### config.mk
export PLATFORM = sky130hd
export DESIGN_NAME = warp_issue_arb
export DESIGN_NICKNAME = d
export VERILOG_FILES = /design/src/rtl/wia_pkg.sv /design/src/rtl/wia_busy_ctr.sv /design/src/rtl/wia_route.sv /design/src/rtl/wia_prio.sv /design/src/rtl/warp_issue_arb.sv
export SDC_FILE = /design/constraint.sdc
export NUM_CORES = 1
export LEC_CHECK = 0
export BUFFER_PORTS_ARGS = -buffer_cell sky130_fd_sc_hd__clkbuf_2
export CAP_MARGIN = 5
export CORE_ASPECT_RATIO = 1.4
export CORE_MARGIN = 2
export CORE_UTILIZATION = 55
export DETAILED_ROUTE_END_ITERATION = 8
export PLACE_DENSITY = 0.78
export SYNTH_ARGS = -nofsm -noshare
export SYNTH_HDL_FRONTEND = slang
export SYNTH_HIERARCHICAL = 1
export SYNTH_SLANG_ARGS = --single-unit
### constraint.sdc
create_clock -name clk -period 3.8 [get_ports clk]
set_clock_uncertainty 0.2 [all_clocks]
set_input_delay 0.38 -clock clk [delete_from_list [all_inputs] [get_ports clk]]
set_output_delay 0.38 -clock clk [all_outputs]
set_load 0.005 [all_outputs]
### src/rtl/wia_pkg.sv
`timescale 1ns/1ps
package wia_pkg;
   typedef enum logic [1:0] {
      OP_SP   = 2'd0,
      OP_DP   = 2'd1,
      OP_LDST = 2'd2,
      OP_SFU  = 2'd3
   } op_e;

   localparam int NGRP = 4;
   localparam logic [1:0] GRP_COLA = 2'd0;
   localparam logic [1:0] GRP_COLB = 2'd1;
   localparam logic [1:0] GRP_LDST = 2'd2;
   localparam logic [1:0] GRP_SFU  = 2'd3;
endpackage

### src/rtl/wia_busy_ctr.sv
`timescale 1ns/1ps
// Occupancy counter for one resource group: loaded on grant, free at zero.
module wia_busy_ctr #(
   parameter int OCC = 2,
   parameter int CW  = 4
) (
   input  logic clk,
   input  logic rst,
   input  logic load,
   output logic free
);
   if (OCC < 1) begin : g_bad_occ
      $error("wia_busy_ctr: OCC must be at least 1");
   end
   if ((1 << CW) <= OCC) begin : g_bad_cw
      $error("wia_busy_ctr: CW too narrow for OCC");
   end

   localparam logic [CW-1:0] RELOAD = CW'(OCC - 1);

   logic [CW-1:0] cnt;

   always_ff @(posedge clk) begin
      if (rst)
         cnt <= '0;
      else if (load)
         cnt <= RELOAD;
      else if (cnt != '0)
         cnt <= cnt - 1'b1;
   end

   assign free = (cnt == '0);
endmodule

### src/rtl/wia_route.sv
`timescale 1ns/1ps
// Maps one operation class onto the groups that are still available.
module wia_route
   import wia_pkg::*;
(
   input  logic [1:0]      op,
   input  logic [NGRP-1:0] avail,
   output logic            ok,
   output logic [NGRP-1:0] take,
   output logic [1:0]      grp
);
   always_comb begin
      take = '0;
      grp  = GRP_COLA;
      case (op_e'(op))
         OP_SP: begin
            if (avail[GRP_COLA]) begin
               take[GRP_COLA] = 1'b1;
               grp            = GRP_COLA;
            end else if (avail[GRP_COLB]) begin
               take[GRP_COLB] = 1'b1;
               grp            = GRP_COLB;
            end
         end
         OP_DP: begin
            if (avail[GRP_COLA] && avail[GRP_COLB]) begin
               take[GRP_COLA] = 1'b1;
               take[GRP_COLB] = 1'b1;
               grp            = GRP_COLA;
            end
         end
         OP_LDST: begin
            if (avail[GRP_LDST]) begin
               take[GRP_LDST] = 1'b1;
               grp            = GRP_LDST;
            end
         end
         default: begin
            if (avail[GRP_SFU]) begin
               take[GRP_SFU] = 1'b1;
               grp           = GRP_SFU;
            end
         end
      endcase
      ok = |take;
   end
endmodule

### src/rtl/wia_prio.sv
`timescale 1ns/1ps
// Clash priority holder: 0 favours scheduler 0, flips on each clash.
module wia_prio (
   input  logic clk,
   input  logic rst,
   input  logic flip,
   output logic pri
);
   always_ff @(posedge clk) begin
      if (rst)
         pri <= 1'b0;
      else if (flip)
         pri <= ~pri;
   end
endmodule

### src/rtl/warp_issue_arb.sv
`timescale 1ns/1ps
module warp_issue_arb
   import wia_pkg::*;
#(
   parameter int WARP_SIZE  = 32,
   parameter int CORE_LANES = 16,
   parameter int LDST_LANES = 16,
   parameter int SFU_LANES  = 4,
   parameter int WID_W      = 5
) (
   input  logic             clk,
   input  logic             rst,
   input  logic             s0_vld,
   input  logic [1:0]       s0_op,
   input  logic [WID_W-1:0] s0_wid,
   input  logic             s1_vld,
   input  logic [1:0]       s1_op,
   input  logic [WID_W-1:0] s1_wid,
   output logic             s0_gnt,
   output logic [1:0]       s0_gnt_grp,
   output logic [WID_W-1:0] s0_gnt_wid,
   output logic             s0_stall,
   output logic             s1_gnt,
   output logic [1:0]       s1_gnt_grp,
   output logic [WID_W-1:0] s1_gnt_wid,
   output logic             s1_stall
);
   localparam int CORE_OCC = WARP_SIZE / CORE_LANES;
   localparam int LDST_OCC = WARP_SIZE / LDST_LANES;
   localparam int SFU_OCC  = WARP_SIZE / SFU_LANES;
   localparam int MAX_A    = (CORE_OCC > LDST_OCC) ? CORE_OCC : LDST_OCC;
   localparam int MAX_OCC  = (MAX_A > SFU_OCC) ? MAX_A : SFU_OCC;
   localparam int CW       = $clog2(MAX_OCC + 1);

   if (CORE_LANES < 1 || LDST_LANES < 1 || SFU_LANES < 1) begin : g_bad_lanes
      $error("warp_issue_arb: lane counts must be positive");
   end
   if ((WARP_SIZE % CORE_LANES) != 0 || (WARP_SIZE % LDST_LANES) != 0 ||
       (WARP_SIZE % SFU_LANES) != 0) begin : g_bad_div
      $error("warp_issue_arb: lane counts must divide the warp size");
   end
   if (WID_W < 1) begin : g_bad_wid
      $error("warp_issue_arb: WID_W must be at least 1");
   end

   // ---------------- group occupancy ----------------
   logic [NGRP-1:0] free;
   logic [NGRP-1:0] load;

   for (genvar g = 0; g < NGRP; g++) begin : g_grp
      localparam int OCC = (g == int'(GRP_SFU))  ? SFU_OCC  :
                           (g == int'(GRP_LDST)) ? LDST_OCC : CORE_OCC;
      wia_busy_ctr #(.OCC(OCC), .CW(CW)) u_ctr (
         .clk  (clk),
         .rst  (rst),
         .load (load[g]),
         .free (free[g])
      );
   end

   // ---------------- routing: alone and after the other ----------------
   logic            okf0, okf1, okr0, okr1;
   logic [NGRP-1:0] tkf0, tkf1, tkr0, tkr1;
   logic [1:0]      gpf0, gpf1, gpr0, gpr1;
   logic [NGRP-1:0] held0, held1;

   wia_route u_rf0 (.op(s0_op), .avail(free), .ok(okf0), .take(tkf0), .grp(gpf0));
   wia_route u_rf1 (.op(s1_op), .avail(free), .ok(okf1), .take(tkf1), .grp(gpf1));

   assign held0 = (s0_vld && okf0) ? tkf0 : '0;
   assign held1 = (s1_vld && okf1) ? tkf1 : '0;

   wia_route u_rr0 (.op(s0_op), .avail(free & ~held1), .ok(okr0), .take(tkr0), .grp(gpr0));
   wia_route u_rr1 (.op(s1_op), .avail(free & ~held0), .ok(okr1), .take(tkr1), .grp(gpr1));

   // ---------------- priority and final choice ----------------
   logic            pri;
   logic            clash;
   logic            g0, g1;
   logic [NGRP-1:0] m0, m1;
   logic [1:0]      p0, p1;

   always_comb begin
      if (!pri) begin
         g0    = s0_vld && okf0;
         m0    = tkf0;
         p0    = gpf0;
         g1    = s1_vld && okr1;
         m1    = tkr1;
         p1    = gpr1;
         clash = g0 && s1_vld && okf1 && !okr1;
      end else begin
         g1    = s1_vld && okf1;
         m1    = tkf1;
         p1    = gpf1;
         g0    = s0_vld && okr0;
         m0    = tkr0;
         p0    = gpr0;
         clash = g1 && s0_vld && okf0 && !okr0;
      end
   end

   wia_prio u_prio (.clk(clk), .rst(rst), .flip(clash), .pri(pri));

   assign load = (g0 ? m0 : '0) | (g1 ? m1 : '0);

   // ---------------- outputs ----------------
   assign s0_gnt     = g0;
   assign s0_gnt_grp = g0 ? p0 : 2'd0;
   assign s0_gnt_wid = g0 ? s0_wid : '0;
   assign s0_stall   = s0_vld && !g0;
   assign s1_gnt     = g1;
   assign s1_gnt_grp = g1 ? p1 : 2'd0;
   assign s1_gnt_wid = g1 ? s1_wid : '0;
   assign s1_stall   = s1_vld && !g1;
endmodule

After elaboration in Yosys (flattened, before gate mapping) --
Index checks and enable logic that the tools add are counted.
Word-level totals: logic and storage cells 135, register bits 17, output and inout port bits 18
Operators by class: reduce and logical (&&, ||, !) cells 43, equality and inequality tests 4, add/subtract/negate cells 4, bitwise operators 6, mux-type cells 69
Operator list (number):
- $mux W1 | 37
- $mux W2 | 14
- $mux W4 | 6
- $pmux W2 S3 | 4
- $logic_not A4 Y1 | 4
- $pmux W2 S2 | 4
- $reduce_bool A4 Y1 | 4
- $reduce_or A4 Y1 | 4
- $sub A4 B1 Y4 const B | 4
- $logic_and A1 B1 Y1 | 15
- $mux W5 | 2
- $and A4 B4 Y4 | 2
- $not A4 Y4 | 2
- $reduce_bool A2 Y1 | 4
- $reduce_or A2 Y1 | 4
- $mux W3 | 2
- $reduce_or A3 Y1 | 2
- $eq A2 B1 Y1 const B | 2
- $eq A2 B2 Y1 const B | 2
- $logic_not A1 Y1 | 4
- $logic_not A2 Y1 | 2
- $or A4 B4 Y4 | 1
- $not A1 Y1 | 1

Depth between registers and ports, before layout --
Gate-level depths: netlist of run 1.
depth in word-level cells 18, mapped depth 16, depth with buffers taken out 15

Modules after synthesis --
Netlist of run 1, hierarchy kept.
Modules (own cells, without submodules):
- wia_busy_ctr (g_grp[0].u_ctr ...) | cells each 20, instances 3, area an instance 202.7 µm², seq. area each 80.1 µm²
- warp_issue_arb | cells each 57, instances 1, area an instance 415.4 µm², seq. area each 0.0 µm²
- wia_route (u_rr0 ...) | cells each 17, instances 2, area an instance 101.3 µm², seq. area each 0.0 µm²
- wia_busy_ctr (g_grp[3].u_ctr) | cells each 20, instances 1, area an instance 196.4 µm², seq. area each 80.1 µm²
- wia_route (u_rf0 ...) | cells each 16, instances 2, area an instance 92.6 µm², seq. area each 0.0 µm²
- wia_prio | cells each 3, instances 1, area an instance 32.5 µm², seq. area each 20.0 µm²

Least setup slack after synthesis of run 1 --
No wires, ideal clock.
path kind reg2out, from register g_grp[0].u_ctr.cnt[0], to output port s0_gnt_wid[0], data arrival time 2.718 ns, cell stages (with the launch flop) 14, path slack 0.502 ns, cell sequence dfxtp_1 > inv_1 > ha_1 > nor3b_4 > nor2b_1 > o211ai_1 > o21ai_1 > and2_1 > a21boi_0 > a21boi_0 > o22ai_1 > mux2i_1 > nor2b_2 > and2_1
On the way: cells in the longest elaborated chain, start to end 16
Ends and longest elaborated chain:
- from (decl) | RTL line wia_busy_ctr.sv:21 | logic [CW-1:0] cnt;
- from (signal assigned) | RTL line wia_busy_ctr.sv:29 | cnt <= cnt - 1'b1;
- $logic_not A4 Y1 (*) | RTL line wia_busy_ctr.sv:32 | assign free = (cnt == '0);
- via free[0] | RTL line warp_issue_arb.sv:47 | logic [NGRP-1:0] free;
- $logic_and A1 B1 Y1 | RTL line wia_route.sv:26 | if (avail[GRP_COLA] && avail[GRP_COLB]) begin
- $mux W2 | RTL line wia_route.sv:26
- $pmux W2 S2 (*) | RTL line wia_route.sv:15 | case (op_e'(op))
- $reduce_or A4 Y1 (*) | RTL line wia_route.sv:45 | ok = |take;
- via okf1 | RTL line warp_issue_arb.sv:62 | logic okf0, okf1, okr0, okr1;
- $logic_and A1 B1 Y1 (*) | RTL line warp_issue_arb.sv:71 | assign held1 = (s1_vld && okf1) ? tkf1 : '0;
- (+4 left out)
- $mux W1 / $mux W2 (equally long branches) | RTL line wia_route.sv:17, wia_route.sv:26
- $pmux W2 S2 | RTL line wia_route.sv:15
- $reduce_or A4 Y1 (*) | RTL line wia_route.sv:45
- via okr0 | RTL line warp_issue_arb.sv:62
- $logic_and A1 B1 Y1 (*) | RTL line warp_issue_arb.sv:96 | g0 = s0_vld && okr0;
- $mux W1 (*) | RTL line warp_issue_arb.sv:84 | if (!pri) begin
- via s0_gnt | RTL line warp_issue_arb.sv:19 | output logic s0_gnt,
- $mux W5 (*) | RTL line warp_issue_arb.sv:110 | assign s0_gnt_wid = g0 ? s0_wid : '0;
- to (decl) | RTL line warp_issue_arb.sv:21 | output logic [WID_W-1:0] s0_gnt_wid,
Mark *: on every way through the listed nets, which the timed path passes. The rest lies on a longest branch.

Worst setup path in the final report of run 1 --
from register g_grp[0].u_ctr.cnt[0], to output port s1_gnt_wid[1]
On the way: cells in the longest elaborated chain, start to end 16
Ends and longest elaborated chain:
- $logic_not A4 Y1 (*) | RTL line wia_busy_ctr.sv:32
- via free[0] | RTL line warp_issue_arb.sv:47
- $logic_and A1 B1 Y1 | RTL line wia_route.sv:26
- $mux W2 | RTL line wia_route.sv:26
- $pmux W2 S2 (*) | RTL line wia_route.sv:15
- $reduce_or A4 Y1 (*) | RTL line wia_route.sv:45
- via okf0 | RTL line warp_issue_arb.sv:62
- $logic_and A1 B1 Y1 (*) | RTL line warp_issue_arb.sv:70 | assign held0 = (s0_vld && okf0) ? tkf0 : '0;
- (+3 left out)
- $mux W1 / $logic_and A1 B1 Y1 (equally long branches) | RTL line wia_route.sv:20, wia_route.sv:26
- $mux W1 / $mux W2 (equally long branches) | RTL line wia_route.sv:17, wia_route.sv:26
- $pmux W2 S2 | RTL line wia_route.sv:15
- $reduce_or A4 Y1 (*) | RTL line wia_route.sv:45
- via okr1 | RTL line warp_issue_arb.sv:62
- $logic_and A1 B1 Y1 (*) | RTL line warp_issue_arb.sv:88 | g1 = s1_vld && okr1;
- $mux W1 (*) | RTL line warp_issue_arb.sv:84
- $mux W5 (*) | RTL line warp_issue_arb.sv:114 | assign s1_gnt_wid = g1 ? s1_wid : '0;
- to (decl) | RTL line warp_issue_arb.sv:25 | output logic [WID_W-1:0] s1_gnt_wid,
Marked as above.

==> results of run 1 <==
-- sequential cells by signal, indices dropped and copies added, names as in the netlist --
| name | count |
|---|---|
| g_grp.u_ctr/cnt | 16 |
| u_prio/pri | 1 |
-- worst min-delay path: stages, from the launching register on --
cell and delay, ns:
sky130_fd_sc_hd__dfxtp_1 0.31, sky130_fd_sc_hd__inv_1 0.08, sky130_fd_sc_hd__a2111oi_2 0.06
-- final cells by class --
class | instances | area, um2
clock inverters | 1 | 5.005
well taps | 37 | 46.29
flip-flops and latches | 17 | 340.3
inverters | 18 | 67.56
multi-input cells | 167 | 1272
fillers | 240 | 818.3
clock buffers | 3 | 41.29
repair buffers | 46 | 257.7
-- through the flow --
stage	setup slack, ns	TNS, ns	util, %	instance area (um2)
after floorplan	0.5023	0	-	1640
after detailed placement	0.1692	0	65.04	1853
after CTS	0.005849	0	66.67	1899
after global routing	-0.02476	-0.09718	71.28	2031
after global placement	0.2269	0	65.04	1853
final	0.2002	0	71.28	2031
-- final timing paths --
| path | cells after the start | to |
|---|---|---|
| max | 14 | s1_gnt_wid[1] |
| min | 2 | g_grp[0].u_ctr/cnt[1]$_SDFFE_PP0P_ |
| max reg2reg | 15 | g_grp[3].u_ctr/cnt[1]$_SDFFE_PP0P_ |
| min reg2reg | 2 | g_grp[0].u_ctr/cnt[1]$_SDFFE_PP0P_ |
-- repair_timing --
item	CTS	global route
setup buffers	0	7
cloned	0	1
gates resized for setup	3	22
endpoints found under the setup margin	15	34
-- layout by cell type, fill, tap and decap left out, drive strengths merged, types with 3 or more instances in the layout --
master   count
a2111oi      3
a211oi       3
a21boi      10
a21oi        5
a22oi        4
and2        14
and2b        4
and3         8
buf         11
clkbuf      38
dfxtp       17
ha           4
inv         18
mux2i       15
nand2        7
nand2b      11
nand3        6
nand3b       7
nand4        4
nor2        17
nor2b        7
nor3         8
nor3b        8
xnor2        5
-- report_power, final --
part           internal (W)  total [W]  switching (W)
clock network     0.0000726   0.000134      0.0000614
registers          0.000250   0.000324      0.0000738
logic              0.000670    0.00131       0.000639
total              0.000993    0.00177       0.000774
-- cell families (layout without fill, tap and decap cells) --
logic type	Yosys count	in the layout	share of synthesized area, %
AO/OA/AOI/OAI	38	38	17.77
XOR/XNOR	7	7	3.738
adder cells (fa/ha/maj)	4	4	3.051
buffers and inverters	23	68	6.483
flip-flops	17	17	20.75
multiplexers	16	16	9.840
AND/OR/NAND/NOR	101	102	38.37
-- routing by layer --
layer	wire length, um	vias to the layer above
li1	-	818
met1	1642	757
met2	1937	68
met3	209	12
met4	111	0
met5	0	-
==> metrics.md, run 1 <==
| Metric | Value |
|---|---|
| Total number of vias | approximately 1,700 |
| Met2 Use GR | 38.98% |
| Worst R2R Start | g_grp[0].u_ctr/cnt[0]$_SDFFE_PP0P_ |
| CP Launch Point | g_grp[0].u_ctr/cnt[0]$_SDFFE_PP0P_ |
| Number of antenna violations at the first check in global routing | 0 |
| Max-slew violation total from the final report | 0 |
| Hold path startpoint | g_grp[0].u_ctr/cnt[1]$_SDFFE_PP0P_ |
| Syn Nets | 228 |
| Area leader, netlist | sky130_fd_sc_hd__dfxtp_1 |
| Worst endpoint required time | roughly 3.2 ns |
| Clock input transition at the sequential cells of the worst setup and hold paths | 0.06 ns |
| Vias/cell | between 5 and 6 |
| Final number of hold-violating endpoints | 0 |
| Cell type group with the largest total delay on the critical path | simple AND/OR/NAND/NOR gates |
| Global routing usage summed across all routing layers | 21.67% |
| Remaining global-route overflow | 0 |
| Post-synthesis instance area | 1640 um2 |
| WP data arrival | a little over 3 ns |
| Final antenna-violating net count | 0 |
| Proportion of layout cells with a drive suffix above 1 | 28.57% |
| Total Routed Length | 3900 um |
| Most prevalent standard cell on the critical path | sky130_fd_sc_hd__mux2i_1 |
| Slowest cell on the critical path | sky130_fd_sc_hd__dfxtp_1 |
| Max FO, Critical Path | 9 |
| 1st-iter DRT viols | between 60 and 70 |
| Design Power | about 0.0018 W |
| Y dimension of the die | about 70 um |
| Part of the Yosys area used for sequential elements | about a fifth |
| Maximum number of pins on one net before global-route repair | 19 |
| Number of different library cells in the post-synthesis netlist | 37 |
| Row cnt | 23 |
| Count of buffers inserted at the top-level ports | 35 |
| CP startpoint kind | flip-flop |
| Synth top area cells | sky130_fd_sc_hd__dfxtp_1 21%, sky130_fd_sc_hd__mux2i_1 9.2%, sky130_fd_sc_hd__and2_1 5.3%, sky130_fd_sc_hd__a21boi_0 4.6%, sky130_fd_sc_hd__nor3b_4 4.6% |
| Clock tree from TritonCTS | done |
| Later-pin clock latency in the skew report | 0.25 ns |
| Worst hold slack | a little over 0.3 ns |
| Number of global-route vias before repair | roughly 1,400 |
| Total die area | approximately 3400 um2 |
| Placer congestion estimate | 0.9669 |
| Final Instance Count excl. Fillers | 289 |
| Number of buffer and inverter stages on the critical path | 2 |
| Class of the most critical setup path | reg -> out |
| Count of flip-flops with a built-in enable after synthesis | 0 |
| Result of the run | complete, no violations |
| Pwr/cell area | 870.1 nW/um2 |
| Starting density of the core | a little under three fifths |
| Worst path cell trace | inv_1 -> ha_1 -> nor3b_4 -> nor2b_1 -> o211ai_1 -> o21ai_1 -> and2_4 -> a21boi_1 -> mux2i_1 -> o22ai_2 -> mux2i_1 -> nor2b_2 -> and2_1 -> clkbuf_2 |
| Static leakage | slightly above 0.9 nW |
| Mean post-synth cell area | 7.963 um2 |
| Worst setup EP type | output pin |
| CP peak stage delay | about 0.34 ns |
| Hpwl dp | 2832 um |
| TritonRoute pass-1 iters | 5 |
| Slew headroom | between 50% and 60% |
| Seq cells post-synth | 17 |
| Number of primary I/O pins | 36 |
| Min-Delay Path Class | reg -> reg |
| Num Clock Sinks | 17 |
| Maximum count of clock buffers along a single path | 2 |
| Cts-stage hold buffer count | 0 |
| Most instantiated library cell after synthesis | sky130_fd_sc_hd__inv_1 |
| Commonest cells in the synthesized netlist | 18 x sky130_fd_sc_hd__inv_1, 17 x sky130_fd_sc_hd__dfxtp_1, 17 x sky130_fd_sc_hd__nor2_1 |
| Max_cap viols | 0 |
| Count of synthesis-stage warnings from yosys | 6 |
| Transition time at the pin with the least slew margin | 0.7198 ns |
| Die W | between 50 and 60 um |
| Min Tclk post-route | ~3.6 ns |
| DR DRC count | 0 |
| Clock H-tree levels | 1 |
| Core area | between 2000 and 3000 um2 |
| Most heavily used metal layer in global routing | met2 |
| Placed insts | about 280 |
| Clock Root Buffer | sky130_fd_sc_hd__clkbuf_8 |
| Internal reg-to-reg setup slack | roughly 0.33 ns |
| FFs w/ async S/R, synth | 0% |
| Number of antenna diodes | 0 |
| Total Nets Final | 275 |
| Proportion of netlist area held by the largest area contributor | between 20% and 30% |
| Fmax | 277.8 MHz |
| Wire length of the first global-routing pass | about 6000 um |
| Number of instances in the synthesized netlist | between 200 and 250 |
| Synthesis-to-layout area growth | 23.80% |
| Worst vdd rail ir drop | 0.4754 mV |
| Most used flip-flop cell after synthesis | sky130_fd_sc_hd__dfxtp_1 |
| Met1 Use GR | a little over a quarter |
| WL per Instance | 13.49 um |
| Met3 global-route usage | roughly 1.1% |
| Post-route clock period utilization | 94.73% |
| Number of endpoints failing setup at the final stage | 0 |
| Number of buffers created by CTS | 3 |
Power figures use the tool's default switching activity.
==> run 2: changes to the inputs <==
Clock period 3.8 ns to 3.43 ns, I/O delays scaled along.
==> run 2 against run 1 <==
The flow now finishes with violations (negative setup slack). Via count grew 13%. Sequential cell count stayed put. Global-route usage rose by 4.1 points. First-iteration DRC count grew 5.9%. Critical path depth unchanged. Utilization up 13 points. Die area did not move. Clock power increased by 13%. Critical endpoint is now g_grp[0].u_ctr/cnt[1]$_SDFFE_PP0P_.
==> metrics.md, run 2 (same netlist as run 1, synthesis figures left out) <==
| Metric | Value |
|---|---|
| Result of the run | finished with violations |
| Violated checks | negative setup slack |
| Hold path startpoint | g_grp[3].u_ctr/cnt[1]$_SDFFE_PP0P_ |
| Slew headroom | 42.36% |
| Y dimension of the die | 68.62 um |
| Global routing usage summed across all routing layers | roughly a quarter |
| Pwr/cell area | between 1000 and 1500 nW/um2 |
| WP data arrival | around 3.4 ns |
| Max FFs per register | 16 |
| Setup slack after placement | -0.07284 ns |
| Final number of hold-violating endpoints | 0 |
| Maximum count of clock buffers along a single path | 2 |
| WL per Instance | 16.63 um |
| Number of antenna diodes | 0 |
| Biggest registers after layout | g_grp.u_ctr/cnt (16), u_prio/pri (1) |
| Clock input transition at the sequential cells of the worst setup and hold paths | roughly 0.060 ns |
| Design Power | around 0.0026 W |
| Worst endpoint required time | roughly 3.4 ns |
| TritonRoute pass-1 iters | 4 |
| Largest Register | g_grp.u_ctr/cnt |
| Row cnt | 23 |
| Leading cell type in the layout, fill and taps excluded | sky130_fd_sc_hd__buf_4 |
| CP startpoint kind | flip-flop |
| Worst setup EP type | flip-flop |
| Clock H-tree levels | 1 |
| Placer congestion estimate | a little under 1 |
| Final design utilization | a little over four fifths |
| Number of antenna violations at the first check in global routing | 0 |
| Total Routed Length | between 5000 and 6000 um |
| Min-Delay Path Class | reg -> reg |
| Fmax | between 200 and 300 MHz |
| Number of endpoints failing setup at the final stage | 12 |
| Class of the most critical setup path | reg -> reg |
| Maximum number of pins on one net before global-route repair | 19 |
| Vias/cell | between 5 and 6 |
| Final worst slack | -0.04451 ns |
| CP Launch Point | g_grp[3].u_ctr/cnt[0]$_SDFFE_PP0P_ |
| Max FO, Critical Path | 7 |
| Worst R2R Start | g_grp[3].u_ctr/cnt[0]$_SDFFE_PP0P_ |
| Max-slew violation total from the final report | 0 |
| Worst vdd rail ir drop | 0.7448 mV |
| Num Clock Sinks | 17 |
| Number of global-route vias before repair | 1,591 |
| 1st-iter DRT viols | 72 |
| Final antenna-violating net count | 0 |
| Core area | 2849 um2 |
| Number of primary I/O pins | 36 |
| Total number of vias | 1,868 |
| Hpwl dp | ~3100 um |
| Later-pin clock latency in the skew report | about 0.26 ns |
| Clock tree from TritonCTS | done |
| Min Tclk post-route | between 3 and 4 ns |
| DR DRC count | 0 |
| Proportion of layout cells with a drive suffix above 1 | between 40% and 50% |
| Die W | between 50 and 60 um |
| Max_cap viols | 0 |
| Static leakage | between 1 and 1.5 nW |
| Wire length of the first global-routing pass | ~6900 um |
| Transition time at the pin with the least slew margin | between 0.8 and 0.9 ns |
| Clock Root Buffer | sky130_fd_sc_hd__clkbuf_8 |
| Starting density of the core | 57.58% |
| Synthesis-to-layout area growth | 46.83% |
| Total Nets Final | approximately 300 |
| Total die area | between 3000 and 4000 um2 |
| Number of buffers created by CTS | 3 |
| Most frequent cells in the layout | 36 x sky130_fd_sc_hd__buf_4, 35 x sky130_fd_sc_hd__clkbuf_2, 17 x sky130_fd_sc_hd__nor2_1 |
| Post-route clock period utilization | 101.3% |
| Remaining global-route overflow | 0 |
| Count of buffers inserted at the top-level ports | 35 |
[run 2: area by class of cell]
type | instances | area [um2]
Inverter | 18 | 67.56
Clock inverter | 1 | 5.005
Tap cell | 37 | 46.29
Sequential cell | 17 | 342.8
Timing Repair Buffer | 73 | 467.9
Clock buffer | 3 | 41.29
Multi-Input combinational cell | 166 | 1438
Fill cell | 152 | 440.4
[run 2: per-layer routing]
layer	vias to the layer above	track usage [%]	part of all wire, %
li1	878	-	-
met1	859	29.91	38
met2	104	46.05	52
met3	27	1.724	6.0
met4	0	15.97	4.2
met5	-	0	0
[run 2: timing repair]
item,in CTS,in global routing
hold endpoints to repair,0,0
pin swaps,5,9
setup endpoints to repair,26,34
buffers inserted,5,15
hold buffers,0,0
gates resized for setup,30,37
[run 2: power breakdown]
part / leakage (nW) / switching, W / internal, W
Clock: 0.0255 / 0.0000710 / 0.0000807
Combinational: 0.945 / 0.000951 / 0.00110
Sequential: 0.141 / 0.0000825 / 0.000279
[run 2: final timing paths]
| check | slack [ns] | end | cells after the start |
|---|---|---|---|
| worst max-delay path | -0.04 | g_grp[0].u_ctr/cnt[1]$_SDFFE_PP0P_ | 14 |
| worst max register to register | -0.04 | g_grp[0].u_ctr/cnt[1]$_SDFFE_PP0P_ | 14 |
| worst min register to register | 0.31 | g_grp[3].u_ctr/cnt[1]$_SDFFE_PP0P_ | 2 |
| worst min-delay path | 0.31 | g_grp[3].u_ctr/cnt[1]$_SDFFE_PP0P_ | 2 |
[run 2: stage by stage]
step / hold WS [ns] / area (um2) / instances / TNS [ns]
3_3_place_gp: 0.2901 / 1958 / 291 / -0.2500
3_5_place_dp: 0.2957 / 1958 / 291 / -0.5884
5_1_grt: 0.3544 / 2409 / 315 / -2.702
6_report: 0.3071 / 2409 / 315 / -0.2936
2_1_floorplan: 0.2119 / 1640 / 206 / 0
4_1_cts: 0.3092 / 2113 / 300 / 0
[run 2: worst max-delay path: stages, from the launching register on]
cell,delay [ns]
sky130_fd_sc_hd__dfxtp_1,0.32
sky130_fd_sc_hd__inv_1,0.10
sky130_fd_sc_hd__ha_2,0.21
sky130_fd_sc_hd__nor3b_4,0.35
sky130_fd_sc_hd__mux2i_2,0.15
sky130_fd_sc_hd__o21ai_1,0.23
sky130_fd_sc_hd__and2_4,0.27
sky130_fd_sc_hd__a21boi_4,0.09
sky130_fd_sc_hd__mux2i_2,0.23
sky130_fd_sc_hd__o22ai_2,0.15
sky130_fd_sc_hd__buf_4,0.16
sky130_fd_sc_hd__and3b_2,0.25
sky130_fd_sc_hd__a22oi_2,0.22
sky130_fd_sc_hd__nand3_2,0.16
sky130_fd_sc_hd__a2111oi_2,0.29
==> run 3: changes to the inputs <==
Settings changed: CORE_MARGIN 2 to default.
==> run 3 against run 2 <==
The run now ends clean. Cell area shrank 5.4%. Maximum frequency grew 2.6%. Utilization down 4.5 points. Register-to-register slack improved by 0.09 ns. Setup slack gained 0.087 ns. Clock power hardly changed. Highest routed layer unchanged.
==> metrics.md, run 3 (same netlist as run 1, synthesis figures left out) <==
| Metric | Value |
|---|---|
| Num Clock Sinks | 17 |
| Vias/cell | a little under 6 |
| Slew headroom | 47.77% |
| Crit Reg-Reg Endpoint | g_grp[0].u_ctr/cnt[1]$_SDFFE_PP0P_ |
| Worst setup EP type | output pin |
| Number of endpoints failing setup at the final stage | 0 |
| Number of antenna violations at the first check in global routing | 0 |
| Min-Delay Path Class | reg -> reg |
| Depth of the worst register-to-register path | 15 |
| Internal reg-to-reg setup slack | about 0.050 ns |
| Total number of vias | 1,816 |
| Placer congestion estimate | a little over 0.9 |
| Leading cell type in the layout, fill and taps excluded | sky130_fd_sc_hd__buf_4 |
| Result of the run | complete, no violations |
| 1st-iter DRT viols | 86 |
| Class of the most critical setup path | reg -> out |
| Total die area | 3208 um2 |
| Wire length of the first global-routing pass | around 6600 um |
| Clock H-tree levels | 1 |
| Hold Path Stages | 2 |
| Synthesis-to-layout area growth | 38.98% |
| TritonRoute pass-1 iters | 5 |
| Row cnt | 23 |
| WL per Instance | between 15 and 20 um |
| Proportion of layout cells with a drive suffix above 1 | approximately 43% |
| Clock Root Buffer | sky130_fd_sc_hd__clkbuf_8 |
| Design Power | between 0.002 and 0.0025 W |
| Count of buffers inserted at the top-level ports | 35 |
| Worst vdd rail ir drop | between 0.6 and 0.7 mV |
| Final antenna-violating net count | 0 |
| Fmax | a little under 300 MHz |
| Number of buffers created by CTS | 3 |
| Largest Register | g_grp.u_ctr/cnt |
| Hold path startpoint | g_grp[1].u_ctr/cnt[1]$_SDFFE_PP0P_ |
| Max-slew violation total from the final report | 0 |
| WP data arrival | about 2.8 ns |
| DR DRC count | 0 |
| Post-route clock period utilization | a little over nine tenths |
| Core area | approximately 2800 um2 |
| Number of primary I/O pins | 36 |
| Maximum count of clock buffers along a single path | 2 |
| Starting density of the core | between 50% and 60% |
| CP startpoint kind | flip-flop |
| Clock input transition at the sequential cells of the worst setup and hold paths | approximately 0.070 ns |
| Worst R2R Start | g_grp[0].u_ctr/cnt[0]$_SDFFE_PP0P_ |
| Max FFs per register | 16 |
| Unrepaired setup endpoints after global routing | true |
| Number of global-route vias before repair | about 1,500 |
| Static leakage | about 1.1 nW |
| Die W | 48.16 um |
| Final number of hold-violating endpoints | 0 |
| Transition time at the pin with the least slew margin | roughly 0.78 ns |
| Total Routed Length | 4899 um |
| Biggest registers after layout | g_grp.u_ctr/cnt (16), u_prio/pri (1) |
| Later-pin clock latency in the skew report | 0.25 ns |
| Most frequent cells in the layout | 36 x sky130_fd_sc_hd__buf_4, 35 x sky130_fd_sc_hd__clkbuf_2, 17 x sky130_fd_sc_hd__nor2_1 |
| Total Nets Final | 299 |
| Clock tree from TritonCTS | done |
| Max FO, Critical Path | 8 |
| Remaining global-route overflow | 0 |
| Worst endpoint required time | 2.89 ns |
| Endpoint of the worst hold path | g_grp[1].u_ctr/cnt[1]$_SDFFE_PP0P_ |
| Y dimension of the die | approximately 67 um |
| Global routing usage summed across all routing layers | approximately 28% |
| Hpwl dp | roughly 3200 um |
| Pwr/cell area | between 1000 and 1500 nW/um2 |
| Max_cap viols | 0 |
| Min Tclk post-route | 3.388 ns |
| Number of antenna diodes | 0 |
| Final-layout fill cell count | 185 |
| Maximum number of pins on one net before global-route repair | 19 |
| Worst hold slack | 0.3116 ns |
-- run 3: changes by cell type in the layout (fill, tap and decap cells not counted), sizes merged --
cell	before	now
buf	38	36
-- run 3: how the worst max path moves through the flow --
stage	startpoint	end	slack (ns)
floorplan	g_grp[0].u_ctr/cnt[0]$_SDFFE_PP0P_	s0_gnt_wid[0]	0.17
global placement	g_grp[0].u_ctr/cnt[1]$_SDFFE_PP0P_	g_grp[0].u_ctr/cnt[1]$_SDFFE_PP0P_	-0.04
detailed placement	g_grp[0].u_ctr/cnt[0]$_SDFFE_PP0P_	g_grp[0].u_ctr/cnt[1]$_SDFFE_PP0P_	-0.07
CTS	g_grp[0].u_ctr/cnt[0]$_SDFFE_PP0P_	s0_gnt_wid[1]	0.002
global route	g_grp[0].u_ctr/cnt[0]$_SDFFE_PP0P_	s1_gnt_grp[1]	-0.16
finish	g_grp[0].u_ctr/cnt[0]$_SDFFE_PP0P_	s1_gnt_grp[1]	0.04
-- run 3: where the power goes --
group	switching, W	total (W)	internal [W]
clock	0.0000699	0.000151	0.0000806
combinational	0.000830	0.00181	0.000980
sequential	0.0000824	0.000362	0.000280
-- run 3: layout make-up --
class / instances / area (um2) / share of cell area [%]
flip-flops and latches: 17 / 344.1 / 15.09
repair buffers: 71 / 445.4 / 19.54
well taps: 37 / 46.29 / 2.031
clock buffers: 3 / 41.29 / 1.811
inverters: 18 / 67.56 / 2.964
clock inverters: 1 / 5.005 / 0.2195
multi-input cells: 166 / 1330 / 58.34
-- run 3: critical path: stages, from the launching register on --
cell and delay, ns:
sky130_fd_sc_hd__dfxtp_2 0.32, sky130_fd_sc_hd__inv_2 0.07, sky130_fd_sc_hd__ha_4 0.13, sky130_fd_sc_hd__nor3b_4 0.30, sky130_fd_sc_hd__nor2b_4 0.22, sky130_fd_sc_hd__o211ai_1 0.09
sky130_fd_sc_hd__o21ai_1 0.13, sky130_fd_sc_hd__and2_4 0.25, sky130_fd_sc_hd__a21boi_2 0.08, sky130_fd_sc_hd__mux2i_1 0.22, sky130_fd_sc_hd__o22ai_1 0.14, sky130_fd_sc_hd__mux2i_1 0.23
sky130_fd_sc_hd__nor2b_2 0.11, sky130_fd_sc_hd__and2b_1 0.18, sky130_fd_sc_hd__clkbuf_2 0.11
-- run 3: layer usage --
layer  part of all wire, %  global-route usage, %  wire length [um]
met3                   4.7                  3.252               228
met1                    38                  33.44              1881
met5                     0                      0                 0
met4                   4.7                  9.722               231
met2                    52                  49.00              2557
-- run 3: through the flow --
step                setup TNS, ns  std cells  area (um2)  utilization, %  setup slack [ns]
finish                          0        313        2280           80.02           0.04213
global placement         -0.04286        297        2003           70.31          -0.03637
detailed placement        -0.2816        297        2003           70.31          -0.07221
floorplan                       0        206        1640               -            0.1693
global route               -2.566        313        2280           80.02           -0.1599
CTS                             0        303        2093           73.47          0.001547
-- run 3: timing repair --
item | 4_1_cts | 5_1_grt
hold buffers | 0 | 0
resized for setup | 17 | 31
endpoints found under the setup margin | 26 | 34
pin swaps | 1 | 20
endpoints found under the hold margin | 0 | 0
buffers inserted | 2 | 10
